==> src/rtl/dacb_pkg.sv <==
// Shared sizing for the DAC register bank.
// Assumes a 16-byte window with two registers per channel at the bottom.
package dacb_pkg;
    localparam int ADDR_W    = 10;
    localparam int OFF_W     = 4;
    localparam int BASE_W    = ADDR_W - OFF_W;
    localparam int BYTE_W    = 8;
    localparam int CODE_W    = 12;
    localparam int HI_W      = CODE_W - BYTE_W;
    localparam int PORT_REGS = 4;
endpackage

==> src/rtl/dacb_decode.sv <==
// Address decode for the register window.
// Turns bus strobes into per-register write pulses, DAC-read and
// update-read pulses, and the port select. Assumes one-cycle strobes.
module dacb_decode
    import dacb_pkg::*;
#(
    parameter int NUM_CH = 6
) (
    input  logic              clk,
    input  logic              rst_n,
    input  logic [ADDR_W-1:0] addr,
    input  logic [BASE_W-1:0] base_sw,
    input  logic              wr,
    input  logic              rd,
    output logic [NUM_CH-1:0] wr_lo,
    output logic [NUM_CH-1:0] wr_hi,
    output logic              rd_dac,
    output logic              rd_xfer,
    output logic              port_sel
);
    localparam int DAC_REGS  = 2 * NUM_CH;
    localparam int PORT_BASE = (1 << OFF_W) - PORT_REGS;

    logic              match;
    logic [OFF_W-1:0]  off;

    // Window match on the upper address bits
    always_comb begin
        match = (addr[ADDR_W-1:OFF_W] == base_sw);
        off   = addr[OFF_W-1:0];
    end

    genvar c;
    generate
        for (c = 0; c < NUM_CH; c++) begin : g_ch
            // Per-channel write pulses: even offset low byte, odd offset nibble
            always_comb begin
                wr_lo[c] = wr && match && (off == OFF_W'(2 * c));
                wr_hi[c] = wr && match && (off == OFF_W'(2 * c + 1));
            end
        end
    endgenerate

    // Read events and the port-block select
    always_comb begin
        rd_dac   = rd && match && (off <  OFF_W'(DAC_REGS));
        rd_xfer  = rd && match && (off <= OFF_W'(DAC_REGS));
        port_sel = match && (off >= OFF_W'(PORT_BASE));
    end

    AST_WR_ONEHOT: assert property (@(posedge clk) disable iff (!rst_n)
        $onehot0({wr_lo, wr_hi}));
    AST_PORT_NOT_DAC: assert property (@(posedge clk) disable iff (!rst_n)
        port_sel |-> !rd_dac && (wr_lo == '0) && (wr_hi == '0));
endmodule

==> src/rtl/dacb_channel.sv <==
// One DAC channel.
// Holds the low byte and upper nibble, and loads the output latch on a
// nibble write (transfer mode) or on an update read (simultaneous mode).
module dacb_channel
    import dacb_pkg::*;
(
    input  logic              clk,
    input  logic              rst_n,
    input  logic              wr_lo,
    input  logic              wr_hi,
    input  logic              sim_mode,
    input  logic              xfer_rd,
    input  logic [BYTE_W-1:0] wdata,
    output logic [CODE_W-1:0] code
);
    logic [BYTE_W-1:0] lo_hold;
    logic [HI_W-1:0]   hi_hold;
    logic [CODE_W-1:0] latch_q;

    // Holding registers and output latch update
    always_ff @(posedge clk) begin
        if (!rst_n) begin
            lo_hold <= '0;
            hi_hold <= '0;
            latch_q <= '0;
        end else begin
            if (wr_lo)
                lo_hold <= wdata;
            if (wr_hi) begin
                hi_hold <= wdata[HI_W-1:0];
                if (!sim_mode)
                    latch_q <= {wdata[HI_W-1:0], lo_hold};
            end else if (xfer_rd && sim_mode) begin
                latch_q <= {hi_hold, lo_hold};
            end
        end
    end

    assign code = latch_q;

    AST_LO_NO_XFER: assert property (@(posedge clk) disable iff (!rst_n)
        wr_lo |=> $stable(latch_q));
    AST_XFER_LOW: assert property (@(posedge clk) disable iff (!rst_n)
        (wr_hi && !sim_mode) |=> (latch_q[BYTE_W-1:0] == $past(lo_hold)));
    AST_SIM_HOLD: assert property (@(posedge clk) disable iff (!rst_n)
        (wr_hi && sim_mode) |=> $stable(latch_q));
endmodule

==> src/rtl/dacb_enable.sv <==
// Power-up interlock.
// In zero-hold mode the outputs stay disabled until a nibble write
// (arm) and then a DAC-offset read (release). In standard mode the
// outputs are always enabled.
module dacb_enable (
    input  logic clk,
    input  logic rst_n,
    input  logic zero_mode,
    input  logic any_hi_wr,
    input  logic dac_rd,
    output logic out_en
);
    logic armed;
    logic released;

    // Two-step release sequence
    always_ff @(posedge clk) begin
        if (!rst_n) begin
            armed    <= 1'b0;
            released <= 1'b0;
        end else begin
            if (any_hi_wr)
                armed <= 1'b1;
            if (armed && dac_rd)
                released <= 1'b1;
        end
    end

    // Enable is forced high in standard mode
    always_comb out_en = !zero_mode || released;

    AST_RELEASE_ORDER: assert property (@(posedge clk) disable iff (!rst_n)
        $rose(released) |-> $past(armed) && $past(dac_rd));
endmodule

==> src/rtl/dac_bank_ctrl.sv <==
// Six-channel DAC code register bank with paired update.
// Top level: decode, one channel slice per output, and the power-up
// interlock. Each mode bit in pair_sim covers two adjacent channels.
module dac_bank_ctrl
    import dacb_pkg::*;
#(
    parameter int NUM_CH = 6,
    localparam int NUM_PAIRS = NUM_CH / 2
) (
    input  logic                     clk,
    input  logic                     rst_n,
    input  logic [ADDR_W-1:0]        bus_addr,
    input  logic [BYTE_W-1:0]        bus_wdata,
    input  logic                     bus_wr,
    input  logic                     bus_rd,
    input  logic [BASE_W-1:0]        base_sw,
    input  logic [NUM_PAIRS-1:0]     pair_sim,
    input  logic                     zero_pwr,
    output logic [NUM_CH*CODE_W-1:0] dac_code,
    output logic [NUM_CH-1:0]        dac_oe,
    output logic                     port_sel
);
    logic [NUM_CH-1:0] wr_lo;
    logic [NUM_CH-1:0] wr_hi;
    logic              rd_dac;
    logic              rd_xfer;
    logic              out_en;

    dacb_decode #(.NUM_CH(NUM_CH)) u_dec (
        .clk      (clk),
        .rst_n    (rst_n),
        .addr     (bus_addr),
        .base_sw  (base_sw),
        .wr       (bus_wr),
        .rd       (bus_rd),
        .wr_lo    (wr_lo),
        .wr_hi    (wr_hi),
        .rd_dac   (rd_dac),
        .rd_xfer  (rd_xfer),
        .port_sel (port_sel)
    );

    dacb_enable u_en (
        .clk       (clk),
        .rst_n     (rst_n),
        .zero_mode (zero_pwr),
        .any_hi_wr (|wr_hi),
        .dac_rd    (rd_dac),
        .out_en    (out_en)
    );

    genvar n;
    generate
        for (n = 0; n < NUM_CH; n++) begin : g_ch
            logic [CODE_W-1:0] code_n;

            dacb_channel u_ch (
                .clk      (clk),
                .rst_n    (rst_n),
                .wr_lo    (wr_lo[n]),
                .wr_hi    (wr_hi[n]),
                .sim_mode (pair_sim[n/2]),
                .xfer_rd  (rd_xfer),
                .wdata    (bus_wdata),
                .code     (code_n)
            );

            // Mask the code while the interlock holds the outputs
            always_comb begin
                dac_code[n*CODE_W +: CODE_W] = out_en ? code_n : '0;
                dac_oe[n]                    = out_en;
            end
        end
    endgenerate

    AST_MASKED_ZERO: assert property (@(posedge clk) disable iff (!rst_n)
        !dac_oe[0] |-> (dac_code == '0));
    AST_STD_ENABLED: assert property (@(posedge clk) disable iff (!rst_n)
        !zero_pwr |-> (dac_oe == '1));
endmodule

==> config.mk <==
export PLATFORM = sky130hd
export DESIGN_NAME = dac_bank_ctrl
export DESIGN_NICKNAME = d
export VERILOG_FILES = /design/src/rtl/dacb_pkg.sv /design/src/rtl/dacb_decode.sv /design/src/rtl/dacb_channel.sv /design/src/rtl/dacb_enable.sv /design/src/rtl/dac_bank_ctrl.sv
export SDC_FILE = /design/constraint.sdc
export NUM_CORES = 1
export LEC_CHECK = 0
export BUFFER_PORTS_ARGS = -buffer_cell sky130_fd_sc_hd__buf_2
export CORE_ASPECT_RATIO = 1.4
export CORE_UTILIZATION = 61
export CTS_CLUSTER_SIZE = 30
export DETAILED_ROUTE_END_ITERATION = 10
export PLACE_DENSITY = 0.87
export SYNTH_ARGS = -nofsm -noshare
export SYNTH_HDL_FRONTEND = slang
export SYNTH_SLANG_ARGS = --single-unit
==> constraint.sdc <==
create_clock -name clk -period 2.5 [get_ports clk]
set_input_delay 0.125 -clock clk [delete_from_list [all_inputs] [get_ports clk]]
set_output_delay 0.125 -clock clk [all_outputs]
set_load 0.1 [all_outputs]
# After elaboration in Yosys (flattened, before gate mapping)

Index checks and enable logic that the tools add are counted.

Reductions and logical operators: 37
Multiplexer cells: 24
Eq/ne operators: 18
Magnitude comparators: 3

Operators by type and width:

| cell                                                                  | count |
|---|---|
| 12-bit two-way mux                                                    | 24 |
| 1-bit logical AND                                                     | 21 |
| 4-bit by 3-bit equality test with 1-bit output, second input constant | 4 |
| 4-bit equality test, second input constant                            | 4 |
| 2-bit != test, second input constant                                  | 6 |
| 2-bit AND reduction                                                   | 6 |
| 2-bit nonzero test                                                    | 6 |
| 4-bit by 2-bit equality test with 1-bit output, second input constant | 2 |
| 6-bit equality test                                                   | 1 |
| 6-bit OR reduction                                                    | 1 |
| 4-bit by 1-bit equality test with 1-bit output, second input constant | 1 |
| 4-bit greater-or-equal comparator, second input constant              | 1 |
| 4-bit less-or-equal comparator, second input constant                 | 1 |
| 4-bit zero test                                                       | 1 |
| 4-bit < comparator, second input constant                             | 1 |
| 1-bit zero test                                                       | 1 |
| 1-bit logical OR                                                      | 1 |

Output and inout port bits: 79
Register bits: 146
Word-level logic and storage cells: 102
Input bits: 32

# Longest topological paths before layout

Gate-level depths: netlist (run 1).

Depth after elaboration: 6
Gate-level depth with buffers: 7
Gate-level depth less buffers: 4

# By module

Synthesis (run 1) repeated with hierarchy kept, for this count alone.

Cell total of the unflattened synthesis: 666
Area total of the unflattened synthesis: 6734.0 um^2

Modules (own cells, without submodules):

| module        | area each (um^2) | cells an instance | times used | seq. area each (um^2) |
|---|---|---|---|---|
| dacb_channel  | 952.2            | 88                | 6          | 480.5 |
| dac_bank_ctrl | 634.4            | 88                | 1          | 0.0 |
| dacb_decode   | 321.6            | 44                | 1          | 0.0 |
| dacb_enable   | 65.1             | 6                 | 1          | 40.0 |

# Least setup slack after synthesis (run 1)

Ideal clock, no wire load.

Kind: input to output
Start: in base_sw[4]
End: out port_sel
Setup slack: -0.052 ns
Buffers on the path: 2
Stages: 6
Arrival time: 2.427 ns
Required time: 2.375 ns
Cell sequence: xnor2_1 and4_1 buf_2 buf_1 nand2_1 nor2_1

Longest elaborated chain between the ends: 2

Ends and longest elaborated chain:

| element             | RTL line            | source |
|---|---|---|
| from (decl)         | dac_bank_ctrl.sv:16 | `input logic [BASE_W-1:0] base_sw,` |
| 6-bit equality test | dacb_decode.sv:29   | `match = (addr[ADDR_W-1:OFF_W] == base_sw);` |
| 1-bit logical AND   | dacb_decode.sv:48   | `port_sel = match && (off >= OFF_W'(PORT_BASE));` |
| to (decl)           | dac_bank_ctrl.sv:21 | `output logic port_sel` |

No other way between the ends.

# Final worst setup path (run 1)

Start: reg u_en.released
End: out dac_code[51]

Longest elaborated chain between the ends: 2

Ends and longest elaborated chain:

| element                | RTL line            | source |
|---|---|---|
| from (decl)            | dacb_enable.sv:14   | `logic released;` |
| from (signal assigned) | dacb_enable.sv:20   | `released <= 1'b0;` |
| from (signal assigned) | dacb_enable.sv:25   | `released <= 1'b1;` |
| 1-bit logical OR       | dacb_enable.sv:30   | `always_comb out_en = !zero_mode \|\| released;` |
| 12-bit two-way mux     | dac_bank_ctrl.sv:70 | `dac_code[n*CODE_W +: CODE_W] = out_en ? code_n : '0;` |
| to (decl)              | dac_bank_ctrl.sv:19 | `output logic [NUM_CH*CODE_W-1:0] dac_code,` |

No other way between the ends.

==> impl_results.md, run 1 <==
* GR Util All Layers at 30.4%
* RSZ-0062 raised after global routing: no
* Cells after synthesis at 816
* Number of synthesized flops with an enable pin at 0
* Syn avg cell area at 8.63 sq um
* Clock sink total at 146
* Max FO, Critical Path at 78
* Placed cell count at 1008
* PwrDens at 652 mW/mm^2
* Placed instance area at 0.00758 sq mm
* CP endpoint kind: output pin
* Met1 Use GR at 37.3%
* Finished Layout Cells at 1040
* Antenna-violating nets left at 0
* Die W at 92.8 um
* Finish-stage setup viols at 0
* Post-DP HPWL at 11.1 mm
* Slew Limit Fails at 0
* TritonCTS clock tree: yes
* Total number of vias at 6238
* Synthesis-stage register bit count at 146
* Total chip power at 5.35 mW
* Part of the Yosys area used for sequential elements at 41.5%
* Share of post-route cells with drive strength above 1 at 19.8%
* Post-Place Setup Slack at 0.525 ns
* WP data required at 2.38 ns
* Slew headroom at 53.7%
* Met3 Use GR at 5.58%
* CTS buffer count at 17
* Net count after synthesis at 848
* Syn. warnings at 0
* DIE AREA at 0.0120 sq mm
* Slowest CP cell: buf_4
* Worst slew pin tran at 0.692 ns
* DRC at 0
* Post-synth top flop: dfxtp_1
* Initial core utilization at 62.4%
* Post-route minimum period at 2.12 ns
* Crit path DAT at 2.00 ns
* Hold slack at 0.0417 ns
* # rows at 46
* Vias in the first global route at 5761
* Skew final at 0.00479 ns
* Slowest cell delay on critical path at 0.46 ns
* Leak pwr at 3.18 nW
* Setup total negative slack at 0 ns
* Hold Violations, Final at 0
* Post-Syn Area at 0.00704 sq mm
* Total of max-cap violations at 0
* Diode count at 0
* Global route hottest layer: met2
* Most frequent cells in the layout: dfxtp_1, nand2_1, buf_2
* Worst hold path type: input port to flop
* DRT Wirelength at 17.9 mm
* Post-Route Utilization at 72.7%
* Port-buffer cells at 110
* CTS Buffer Depth at 2
* Final WS setup at 0.377 ns
* Fmax at 471 MHz
* Hold buffer count at CTS at 0
* WL/cell at 17.2 um
* Core ar. at 0.0113 sq mm
* Drt pass-1 iters at 7
* Reg clk slew, reported paths at 0.06 ns
* Synth unique cells at 48
* Initial antenna violation count at 0
* Iteration-0 DRC Markers at 609
* Clock Latency Late Sink at 0.43 ns
* Tcrit/Tclk final at 84.9%
* P&R area growth vs syn at 16.5%
* Worst ir drop on vdd at 468 uV
* IO Pins at 111
* Startpoint Class: flop
* Total gr overflow at 0
* CTS resizes at 0
* H-tree levels at 4
* Total Nets Final at 915
* Fraction of registers with async set/reset at 0%
* Clock Tree Root: clkbuf_16
* First-pass GRT wire length at 28.6 mm
* Die H at 129 um
* Vias per inst at 6.00
* Routability cong. at 0.890
* Post-CTS Setup Inserts at 0
* Setup CP Type: flop to output pin
* Met2 Usage GRT at 50.7%
* Largest net degree at the start of global routing at 151
* Outcome: finished, final reports clean
* Finished Cell Area at 0.00821 sq mm
* Crit-path cells: nand2b_2 > buf_4 > and2_1 > buf_2
* Most common cell after layout, fill and taps aside: dfxtp_1
-- synth_stat cells (4+ instances only) --
cell	n	share of area, %
a21o_1	8	0.85
a21oi_1	56	4.0
and2_1	82	7.3
and4_1	5	0.62
buf_2	9	0.64
buf_4	12	1.3
clkbuf_1	56	3.0
dfxtp_1	146	42
mux2_1	8	1.3
mux2i_1	80	11
nand2_1	137	7.3
nand3_1	64	4.5
nand4_1	11	0.98
nor4_4	4	1.2
o2111ai_1	4	0.50
o21ai_0	64	4.5
o221a_1	8	1.3
o22a_1	8	1.0
or3_1	4	0.36
xnor2_1	6	0.75
-- logic make-up after synthesis --
| group | Yosys count | share of synthesized area (%) |
|---|---|---|
| xor+xnor | 8 | 0.995 |
| flops | 146 | 41.5 |
| mux | 88 | 12.7 |
| simple gates | 329 | 25.1 |
| buf+inv | 82 | 5.28 |
| compound gates | 163 | 14.4 |
-- final timing paths --
path	cells after the start	end	slack, ns	from
max reg2reg	3	g_ch[0].u_ch.code[11]	1.55	g_ch[0].u_ch.hi_hold[3]
min	3	g_ch[5].u_ch.lo_hold[7]	0.04	bus_wdata[7]
max	4	dac_code[51]	0.38	u_en.released
min reg2reg	2	g_ch[2].u_ch.code[3]	0.45	g_ch[2].u_ch.code[3]
-- sequential cells by signal (all words and copies together) (netlist names) --
name and count:
g_ch.u_ch.lo_hold 48, g_ch.u_ch.code 72, g_ch.u_ch.hi_hold 24, u_en.armed 1
u_en.released 1
-- report_power, final --
group	leakage (nW)	switching, mW	internal [mW]
clock	0.300	0.996	1.65
sequential	1.18	0.000721	2.33
combinational	1.71	0.289	0.0822
total	3.18	1.29	4.06
-- area by class of cell --
cell class / count / area [sq um]
sequential: 146 / 2920
clock inverter: 11 / 150
fill: 867 / 3080
tap: 144 / 180
inverter: 3 / 11.3
timing repair buffer: 127 / 708
multi-input combinational: 588 / 3760
clock buffer: 21 / 470
-- layer usage --
metal | wire, um | part of all wire, %
met1 | 7080 | 40
met5 | 0 | 0
met4 | 679 | 3.8
met3 | 1220 | 6.9
met2 | 8870 | 50
-- worst max-delay path: cells and delay by family, from the launching register on --
family,cells,cell delay [ns]
buffers and inverters,2,0.89
flip-flops,1,0.32
AND/OR/NAND/NOR,2,0.34
(Power assumes the default switching activity.)
==> run 2, diff against run 1 <==
--- a/config.mk
+++ b/config.mk
@@ -5,12 +5,13 @@
 export SDC_FILE = /design/constraint.sdc
 export NUM_CORES = 1
 export LEC_CHECK = 0
+export ABC_AREA = 1
 export BUFFER_PORTS_ARGS = -buffer_cell sky130_fd_sc_hd__buf_2
 export CORE_ASPECT_RATIO = 1.4
-export CORE_UTILIZATION = 61
+export CORE_UTILIZATION = 56
 export CTS_CLUSTER_SIZE = 30
 export DETAILED_ROUTE_END_ITERATION = 10
-export PLACE_DENSITY = 0.87
+export PLACE_DENSITY = 0.82
 export SYNTH_ARGS = -nofsm -noshare
 export SYNTH_HDL_FRONTEND = slang
 export SYNTH_SLANG_ARGS = --single-unit
==> constraint.sdc (replaced) <==
create_clock -name clk -period 2.1 [get_ports clk]
set_input_delay 0.105 -clock clk [delete_from_list [all_inputs] [get_ports clk]]
set_output_delay 0.105 -clock clk [all_outputs]
set_load 0.1 [all_outputs]
==> run 2 against run 1 <==
Largest power group unchanged. Worst hold slack gained 0.082 ns. Critical endpoint is now dac_code[50]. Highest routed layer unchanged. Clock skew grew 0.0030 ns. Critical path depth grew 2. Combinational power shrank 17%. Global-route usage shrank 3.2 points. Flip-flop and latch count is the same. Register-to-register slack lost 0.20 ns. Routed wire length shrank 12%.
==> impl_results.md, run 2 <==
* Outcome: finished, final reports clean
* First-pass GRT wire length at 25.7 mm
* Tcrit/Tclk final at 94.6%
* Reg clk slew, reported paths at 0.06 ns
* Post-synth top flop: dfxtp_1
* WL/cell at 13.5 um
* TritonCTS clock tree: yes
* Post-synth top area share at 44.9%
* Post-route minimum period at 1.99 ns
* Synth unique cells at 24
* CTS Buffer Depth at 2
* Biggest area consumer among synthesized cells: dfxtp_1
* Post-Syn Area at 0.00651 sq mm
* Slowest CP cell: clkbuf_4
* Total gr overflow at 0
* Fraction of registers with async set/reset at 0%
* Net count after synthesis at 949
* H-tree levels at 4
* Worst slew pin tran at 0.493 ns
* Finish-stage setup viols at 0
* Slowest cell delay on critical path at 0.36 ns
* CP endpoint kind: output pin
* Syn avg cell area at 7.10 sq um
* Synthesis-stage register bit count at 146
* Hold Violations, Final at 0
* PwrDens at 782 mW/mm^2
* Routability cong. at 0.851
* Clock sink total at 146
* # rows at 46
* Initial antenna violation count at 0
* Total of max-cap violations at 0
* Storage cell area at 0.00292 sq mm
* Placed instance area at 0.00706 sq mm
* Top cells by area, synth: dfxtp_1, a21oi_1, nand3_1, nand2_1, inv_1
* IO Pins at 111
* Die H at 130 um
* Part of the Yosys area used for sequential elements at 44.9%
* Worst ir drop on vdd at 633 uV
* Cells after synthesis at 917
* Slew headroom at 67.0%
* Total chip power at 6.08 mW
* Core ar. at 0.0113 sq mm
* Delay-heaviest family, CP: buffers and inverters
* Antenna-violating nets left at 0
* Finished Cell Area at 0.00777 sq mm
* CTS buffer count at 17
* Largest net degree at the start of global routing at 99
* GR Util All Layers at 27.3%
* Most numerous cell in the Yosys netlist: dfxtp_1
* Worst hold path type: input port to flop
* Number of synthesized flops with an enable pin at 0
* Leak pwr at 3.02 nW
* CP bufs+invs at 4
* Max FO, Critical Path at 46
* Die W at 93.2 um
* Vias per inst at 5.25
* Post-synth top cells: dfxtp_1, nand2_1, inv_1
* Vias in the first global route at 5516
* Drt pass-1 iters at 6
* Initial core utilization at 57.4%
* Share of post-route cells with drive strength above 1 at 20.4%
* Total number of vias at 6092
* Total Nets Final at 1037
* WP data required at 2.00 ns
* Crit-path cells: inv_1 > nand2_1 > inv_6 > buf_12 > nor2_1 > clkbuf_4
* Max reg flops at 72
* Setup CP Type: flop to output pin
* Most common cell after layout, fill and taps aside: dfxtp_1
* Fmax at 504 MHz
* Most frequent cells in the layout: dfxtp_1, nand2_1, inv_1
* Clock Latency Late Sink at 0.42 ns
* Post-DP HPWL at 10.0 mm
* Diode count at 0
* Iteration-0 DRC Markers at 361
* Port-buffer cells at 110
* Skew final at 0.00776 ns
* Area taken by multi-input logic gates at 0.00272 sq mm
* DIE AREA at 0.0121 sq mm
* Slew Limit Fails at 0
* Syn. warnings at 0
* DRC at 0
* Crit path DAT at 1.88 ns
* P&R area growth vs syn at 19.3%
* Startpoint Class: flop
* Clock Tree Root: clkbuf_16
* DRT Wirelength at 15.6 mm
* Layout filler cell count at 966
-- run 2: worst register-to-register path: stages (launching register included) --
cell,delay [ns]
dfxtp_1,0.31
nand2_1,0.06
nand2_1,0.10
nand2_1,0.06
a21oi_1,0.15
-- run 2: layer usage --
metal  vias to the layer above  track usage, %  share of wire, %
li1                       3067               -                 -
met1                      2769            32.3                42
met2                       221            46.8                50
met3                        35            7.63               5.8
met4                         0            10.5               2.9
met5                         -               0                 0
-- run 2: through the flow --
step / setup WS, ns / TNS (ns) / hold WS, ns / utilization [%] / std cells
after floorplan: -0.0483 / -3.38 / 0.272 / - / 917
final: 0.114 / 0 / 0.124 / 68.5 / 1161
after global routing: -0.00462 / -0.00462 / 0.110 / 68.5 / 1161
after CTS: 0.000107 / 0 / 0.111 / 67.6 / 1161
after global placement: 0.272 / 0 / 0.410 / 62.3 / 1129
after detailed placement: 0.192 / 0 / 0.436 / 62.3 / 1129
-- run 2: final timing paths --
check	from	to	slack, ns	cells after the start
worst min register to register	g_ch[1].u_ch.lo_hold[4]	g_ch[1].u_ch.lo_hold[4]	0.44	2
worst max-delay path	u_en.released	dac_code[50]	0.11	6
worst min-delay path	bus_addr[3]	u_en.released	0.12	4
worst max register to register	g_ch[0].u_ch.hi_hold[0]	g_ch[0].u_ch.code[8]	1.35	4
-- run 2: kinds of logic (layout without fill, tap and decap cells) --
| logic type | after synthesis | in the layout | share of synthesized area, % |
|---|---|---|---|
| simple gates | 381 | 381 | 26.7 |
| compound gates | 187 | 187 | 15.0 |
| buf+inv | 203 | 303 | 13.4 |
| flops | 146 | 146 | 44.9 |
-- run 2: power breakdown --
group | total [mW] | internal, mW | leakage [nW] | switching (mW)
Sequential | 2.77 | 2.77 | 1.18 | 0.000975
Clock | 2.99 | 1.89 | 0.287 | 1.11
Combinational | 0.308 | 0.0689 | 1.56 | 0.239
Total | 6.08 | 4.73 | 3.02 | 1.35
-- run 2: cell type report --
| class | count | area share (%) |
|---|---|---|
| clock inverters | 10 | 1.74 |
| multi-input cells | 568 | 35.0 |
| well taps | 144 | 2.32 |
| inverters | 145 | 7.09 |
| repair buffers | 127 | 10.5 |
| clock buffers | 21 | 5.80 |
| flip-flops and latches | 146 | 37.6 |
-- run 2: timing repair --
| action | 4_1_cts | 5_1_grt |
|---|---|---|
| cloned | 0 | 0 |
| endpoints found under the hold margin | 1 | 0 |
| gates resized for setup | 2 | 44 |
| endpoints found under the setup margin | 2 | 46 |
| buffers inserted | 0 | 0 |
| hold buffers | 1 | 0 |
